**config.mk**
```make
export PLATFORM = sky130hd
export DESIGN_NAME = adcres_top
export DESIGN_NICKNAME = d
export VERILOG_FILES = /design/src/rtl/adcres_pkg.sv /design/src/rtl/adcres_lock.sv /design/src/rtl/adcres_store.sv /design/src/rtl/adcres_align.sv /design/src/rtl/adcres_flag.sv /design/src/rtl/adcres_top.sv
export SDC_FILE = /design/constraint.sdc
export NUM_CORES = 1
export LEC_CHECK = 0
export CORE_UTILIZATION = 36
export CTS_CLUSTER_SIZE = 30
export DETAILED_ROUTE_END_ITERATION = 6
export HOLD_SLACK_MARGIN = 0.05
export PLACE_DENSITY = 0.79
export SYNTH_ARGS = -nofsm -noshare
export SYNTH_HDL_FRONTEND = slang
export SYNTH_SLANG_ARGS = --single-unit
```
**constraint.sdc**
```tcl
create_clock -name clk -period 1.06 [get_ports clk]
set_input_delay 0.318 -clock clk [delete_from_list [all_inputs] [get_ports clk]]
set_output_delay 0.318 -clock clk [all_outputs]
set_load 0.02 [all_outputs]
```
**src/rtl/adcres_pkg.sv**
```systemverilog
package adcres_pkg;
  typedef enum logic {
    LK_OPEN = 1'b0,
    LK_HELD = 1'b1
  } lock_e;
endpackage

```
**src/rtl/adcres_lock.sv**
```systemverilog
module adcres_lock
  import adcres_pkg::*;
(
  input  logic clk,
  input  logic rst_n,
  input  logic res_valid,
  input  logic rd_lo,
  input  logic rd_hi,
  output logic accept,
  output logic lock_held
);
  lock_e state_q, state_d;

  // a high-byte read ends the pair; a low-byte-only read opens it
  always_comb begin
    state_d = state_q;
    if (rd_hi)      state_d = LK_OPEN;
    else if (rd_lo) state_d = LK_HELD;
  end

  always_ff @(posedge clk or negedge rst_n) begin
    if (!rst_n) state_q <= LK_OPEN;
    else        state_q <= state_d;
  end

  // write lands after the bus has seen this cycle's bytes
  assign accept    = res_valid && (rd_hi || (state_q == LK_OPEN && !rd_lo));
  assign lock_held = (state_q == LK_HELD);
endmodule

```
**src/rtl/adcres_store.sv**
```systemverilog
module adcres_store #(
  parameter int CODE_W = 10
) (
  input  logic              clk,
  input  logic              rst_n,
  input  logic              accept,
  input  logic [CODE_W-1:0] code_in,
  output logic [CODE_W-1:0] code_q
);
  always_ff @(posedge clk or negedge rst_n) begin
    if (!rst_n)      code_q <= '0;
    else if (accept) code_q <= code_in;
  end
endmodule

```
**src/rtl/adcres_align.sv**
```systemverilog
module adcres_align #(
  parameter int CODE_W = 10,
  parameter int BYTE_W = 8
) (
  input  logic              align_left,
  input  logic [CODE_W-1:0] code,
  output logic [BYTE_W-1:0] byte_lo,
  output logic [BYTE_W-1:0] byte_hi
);
  localparam int PAIR_W = 2 * BYTE_W;
  localparam int PAD_W  = PAIR_W - CODE_W;

  logic [PAIR_W-1:0] pair;

  generate
    if (PAD_W == 0) begin : g_full
      assign pair = code;
    end else begin : g_pad
      assign pair = align_left ? {code, {PAD_W{1'b0}}}
                               : {{PAD_W{1'b0}}, code};
    end
  endgenerate

  assign byte_hi = pair[PAIR_W-1:BYTE_W];
  assign byte_lo = pair[BYTE_W-1:0];
endmodule

```
**src/rtl/adcres_flag.sv**
```systemverilog
module adcres_flag (
  input  logic clk,
  input  logic rst_n,
  input  logic set_i,
  input  logic clr_i,
  input  logic en_i,
  output logic flag_q,
  output logic req_o
);
  always_ff @(posedge clk or negedge rst_n) begin
    if (!rst_n)      flag_q <= 1'b0;
    else if (set_i)  flag_q <= 1'b1;
    else if (clr_i)  flag_q <= 1'b0;
  end

  assign req_o = flag_q & en_i;
endmodule

```
**src/rtl/adcres_top.sv**
```systemverilog
module adcres_top #(
  parameter int CODE_W = 10,
  parameter int BYTE_W = 8
) (
  input  logic              clk,
  input  logic              rst_n,
  input  logic              res_valid,
  output logic              res_ready,
  input  logic [CODE_W-1:0] res_code,
  input  logic              align_left,
  input  logic              rd_lo,
  input  logic              rd_hi,
  input  logic              flag_clr,
  input  logic              irq_ack,
  input  logic              irq_en,
  output logic [BYTE_W-1:0] data_lo,
  output logic [BYTE_W-1:0] data_hi,
  output logic              done_flag,
  output logic              irq_req
);
  logic              accept;
  logic              lock_held;
  logic [CODE_W-1:0] code_q;

  assign res_ready = 1'b1;

  adcres_lock lock_i (
    .clk(clk), .rst_n(rst_n), .res_valid(res_valid),
    .rd_lo(rd_lo), .rd_hi(rd_hi),
    .accept(accept), .lock_held(lock_held)
  );

  adcres_store #(.CODE_W(CODE_W)) store_i (
    .clk(clk), .rst_n(rst_n), .accept(accept),
    .code_in(res_code), .code_q(code_q)
  );

  adcres_align #(.CODE_W(CODE_W), .BYTE_W(BYTE_W)) align_i (
    .align_left(align_left), .code(code_q),
    .byte_lo(data_lo), .byte_hi(data_hi)
  );

  adcres_flag flag_i (
    .clk(clk), .rst_n(rst_n), .set_i(res_valid),
    .clr_i(flag_clr | irq_ack), .en_i(irq_en),
    .flag_q(done_flag), .req_o(irq_req)
  );
endmodule

```
---- Word level (Yosys, flattened, before mapping) ----
Index checks and enable logic that the tools add are counted.
W data, S select, Z words.
storage, ports and cells
  logic and storage cells ................. 17
  flip-flop bits (word level) ............. 12
  output and inout bits ................... 19
  input bits .............................. 19
cells by class
  bitwise logic cells ..................... 3
  reductions and logical operators ........ 6
  multiplexer cells ....................... 5
operator list
  kind                 number
  $mux W16             1
  $mux W1              4
  $reduce_bool A2 Y1   2
  $logic_and A1 B1 Y1  2
  $and A1 B1 Y1        1
  $logic_not A1 Y1     1
  $logic_or A1 B1 Y1   1
  $not A1 Y1           1
  $or A1 B1 Y1         1

---- Longest topological paths before layout ----
  depth after elaboration ................. 4
  depth in mapped cells ................... 3
  depth with buffers taken out ............ 2

---- Cells and area by module ----
Synthesis repeated with hierarchy kept, for this count alone.
unflattened totals
  cell total of the unflattened synthesis .. 50
  area, all modules ....................... 671.9 um2
modules (own cells, without submodules)
  module        area an instance (um2)  times used  seq. area each (um2)  cells each
  adcres_store  411.6                   1           250.2                 21
  adcres_align  157.7                   1           0.0                   18
  adcres_flag   42.5                    1           25.0                  4
  adcres_lock   42.5                    1           25.0                  4
  adcres_top    17.5                    1           0.0                   3

---- Least setup slack after synthesis ----
No wires, ideal clock.
  kind .................................... input to output
  start point ............................. in align_left
  end point ............................... out data_hi[1]
  data arrival time ....................... 0.997 ns
  required time ........................... 0.742 ns
  stages .................................. 2
  slack ................................... -0.255 ns
  buffers on the path ..................... 1
  cell sequence ........................... clkbuf_1 > o21ai_0
between the ends
  longest elaborated chain between the ends .. 1
RTL lines
  element             RTL line            text
  start: declaration  adcres_top.sv:10    input logic align_left,
  $mux W16            adcres_align.sv:19  assign pair = align_left ? {code, {PAD_W{1'b0}}}
  end: declaration    adcres_top.sv:17    output logic [BYTE_W-1:0] data_hi,
Every way passes these cells.

---- Worst setup path in the final report ----
  start point ............................. reg store_i.code_q[7]
  end point ............................... out data_lo[7]
between the ends
  longest elaborated chain between the ends .. 1
RTL lines
  element                   RTL line            text
  start: declaration        adcres_store.sv:8   output logic [CODE_W-1:0] code_q
  start signal: assignment  adcres_store.sv:12  else if (accept) code_q <= code_in;
  $mux W16                  adcres_align.sv:19
  end: declaration          adcres_top.sv:16    output logic [BYTE_W-1:0] data_lo,
Every way passes these cells.

==> metrics.md <==
| Metric | Value |
|---|---|
| Syn Area/Cell | roughly 8.7 um2 |
| Synth warn | 0 |
| Routed len/inst | about 18 um |
| Achievable Freq | 750 MHz |
| PortBufs | 36 |
| Synthesized net count | 94 |
| Most common cell after layout, fill and taps aside | buf_6 |
| Hold_buf cts | 0 |
| Share of the synthesized area in the top cell type | 0.462 |
| Final WL | about 2700 um |
| Net Switching | 0.579 mW |
| Crit path kind | register to output port |
| P_int | between 1 and 1.5 mW |
| Post-Synth Simple-Gate Area | 0.227 |
| CTS root buf | clkbuf_4 |
| Area growth syn-to-layout | 119% |
| Detailed Route Iter0 Violations | 16 |
| Crit path DAT | ~1.0 ns |
| Post-synthesis cell type count | 15 |
| Hold Path Class | input port to async pin |
| Largest net degree at the start of global routing | 13 |
| Area contributors post-synth | dfrtp_1 (46%), o32ai_1 (13%), nand2_1 (8.1%) |
| Cells after synthesis | 75 |
| Lkg Pwr | ~0.66 nW |
| Post-detail-place hpwl | 1250 um |
| Vias per inst | ~5.3 |
| CTS max path bufs | 2 |
| Die Area | roughly 2000 um2 |
| Power per cell area | 1230 nW/um2 |
| Final Max Tran Viols | 0 |
| Share of total power in the clock network | 0.222 |
| Worst setup SP type | register |
| Core ar. | between 1500 and 2000 um2 |
| Antenna violations before repair | 0 |
| CTS tree | done |
| Die Ht | approximately 44 um |
| Via Count | between 800 and 900 |
| Comb power frac | 0.456 |
| Initial Util | 0.407 |
| Most frequent cells in the layout | buf_6 (22), buf_4 (17), clkdlybuf4s50_1 (14) |
| Main combinational cell family by area after synthesis | simple AND/OR/NAND/NOR gates |
| H-tree depth | 1 |
| Synth Area in XOR/XNOR | 0 |
| I/O pins | 38 |
| Finished Core Util | 0.892 |
| Final min period | about 1.3 ns |
| Pre-CTS setup slack | -1.01 ns |
| Clock skew | between 0.001 and 0.0015 ns |
| Final Hold Fails | 0 |
| Final total power | 1.75 mW |
| Max-capacitance violation count | 0 |
| Mux cell area share after synthesis | 0 |
| NumNets Final | about 150 |
| FILL cells | roughly 70 |
| Synth Area in Compound Gates | 0.193 |
| Sw Ratio | 0.331 |
| Crit-path max FO | 2 |
| N_diodes | 0 |
| Clock latency on the worst-skew pair | around 0.29 ns |
| RSZ-0062 raised after global routing | yes |
| Layout cells sized above 1 | 0.652 |
| ANT nets after route | 0 |
| Max rail drop VDD | approximately 960 uV |
| Post-synthesis cell area | approximately 650 um2 |
| Adder-Cell Fraction of Synth Area | 0 |
| Final setup viols | 28 |
| Critical path required time | 0.74 ns |
| First-pass GRT wire length | between 3000 and 4000 um |
| # DRC | 0 |
| Std cell rows | 14 |
| TritonCTS Buffers | 3 |
| Num Clock Sinks | 12 |
| Sequential Power Share | 0.321 |
| CP endpoint kind | output port |
| Gp weighted congestion | 0.779 |
| Yosys reg bits | 12 |
| Hold_ws | between 0.3 and 0.4 ns |
| Part of the cycle the worst path needs | 1.26 |
| CTS clk-pin slew, worst paths | about 0.08 ns |
| GRT Util Overall | 0.266 |
| Status | complete, but fails checks |
| Failing checks | setup timing |
| Die width | between 40 and 50 um |
| PnR worst setup slack | -0.273 ns |
| GRT overflow | 0 |
| Number of global-route vias before repair | around 770 |
| Setup TNS | -4.08 ns |
| Yosys top cell by area | dfrtp_1 |
| Post-synthesis sequential area ratio | 0.462 |
| Drt first pass iters | 4 |
[power groups by stage]
| stage | logic (mW) | clock network, mW | registers [mW] |
|---|---|---|---|
| detailed placement | 0.567 | 0 | 0.550 |
| global placement | 0.557 | 0 | 0.550 |
| global route | 0.839 | 0.407 | 0.566 |
| CTS | 0.706 | 0.379 | 0.552 |
| floorplan | 0.264 | 0 | 0.547 |
| finish | 0.797 | 0.388 | 0.561 |
[registers in the layout (all words and copies together) (netlist names)]
| signal | flops |
|---|---|
| store_i.code_q | 10 |
| lock_i.lock_held | 1 |
| flag_i.flag_q | 1 |
[per-stage QoR]
stage,instance area (um2),std cells
3_3_place_gp,1140,143
3_5_place_dp,1140,143
5_1_grt,1420,156
2_1_floorplan,674,75
4_1_cts,1340,156
6_report,1420,156
[final timing paths]
kind                                   startpoint                end  slack, ns  depth (start not counted)
worst max-delay path            store_i.code_q[7]         data_lo[7]      -0.27                          3
worst min-delay path                        rst_n   lock_i.lock_held       0.34                          2
worst max register to register  store_i.code_q[1]  store_i.code_q[1]      -0.05                          5
worst min register to register  store_i.code_q[5]  store_i.code_q[5]       0.62                          2
max in group asynchronous                   rst_n  store_i.code_q[3]       0.56                          2
min in group clk                store_i.code_q[5]  store_i.code_q[5]       0.62                          2
[synth_stat cells]
cell      number
inv_1         10
o32ai_1       10
clkbuf_1       3
and2_1         8
buf_6          1
o21ba_2        1
a21o_1         1
nor2_1         7
dfrtp_1       12
conb_1         1
buf_4          1
buf_2          1
nand2_1       14
o21ai_0        4
nor3b_4        1
[logic make-up after synthesis]
| group | after synthesis |
|---|---|
| buffers and inverters | 16 |
| other | 1 |
| AND/OR/NAND/NOR | 30 |
| AO/OA/AOI/OAI | 16 |
| flip-flops | 12 |
[routing by layer]
metal	up-vias	global-route usage	share of wire
li1	363	-	-
met1	412	0.314	0.39
met2	44	0.453	0.53
met3	6	0.0735	0.062
met4	0	0.109	0.020
met5	-	0	0
[cell type report]
cell class                 instances  area, um2  area share
timing repair buffer              59        594       0.418
multi-input combinational         47        423       0.298
sequential                        12        300       0.211
inverter                          10       37.5      0.0264
clock buffer                       4       36.3      0.0255
tap                               24       30.0      0.0211
[critical path: stages, from the launching register on]
cell and delay [ns]:
dfrtp_1 0.39, inv_2 0.07, o21ai_4 0.13, buf_6 0.13
[what timing repair did]
item / in CTS / in global routing
pin swaps: 11 / 7
setup buffers: 10 / 2
setup endpoints to repair: 28 / 28
gates resized for setup: 135 / 21
cloned: 1 / 0
(Power assumes the default switching activity.)
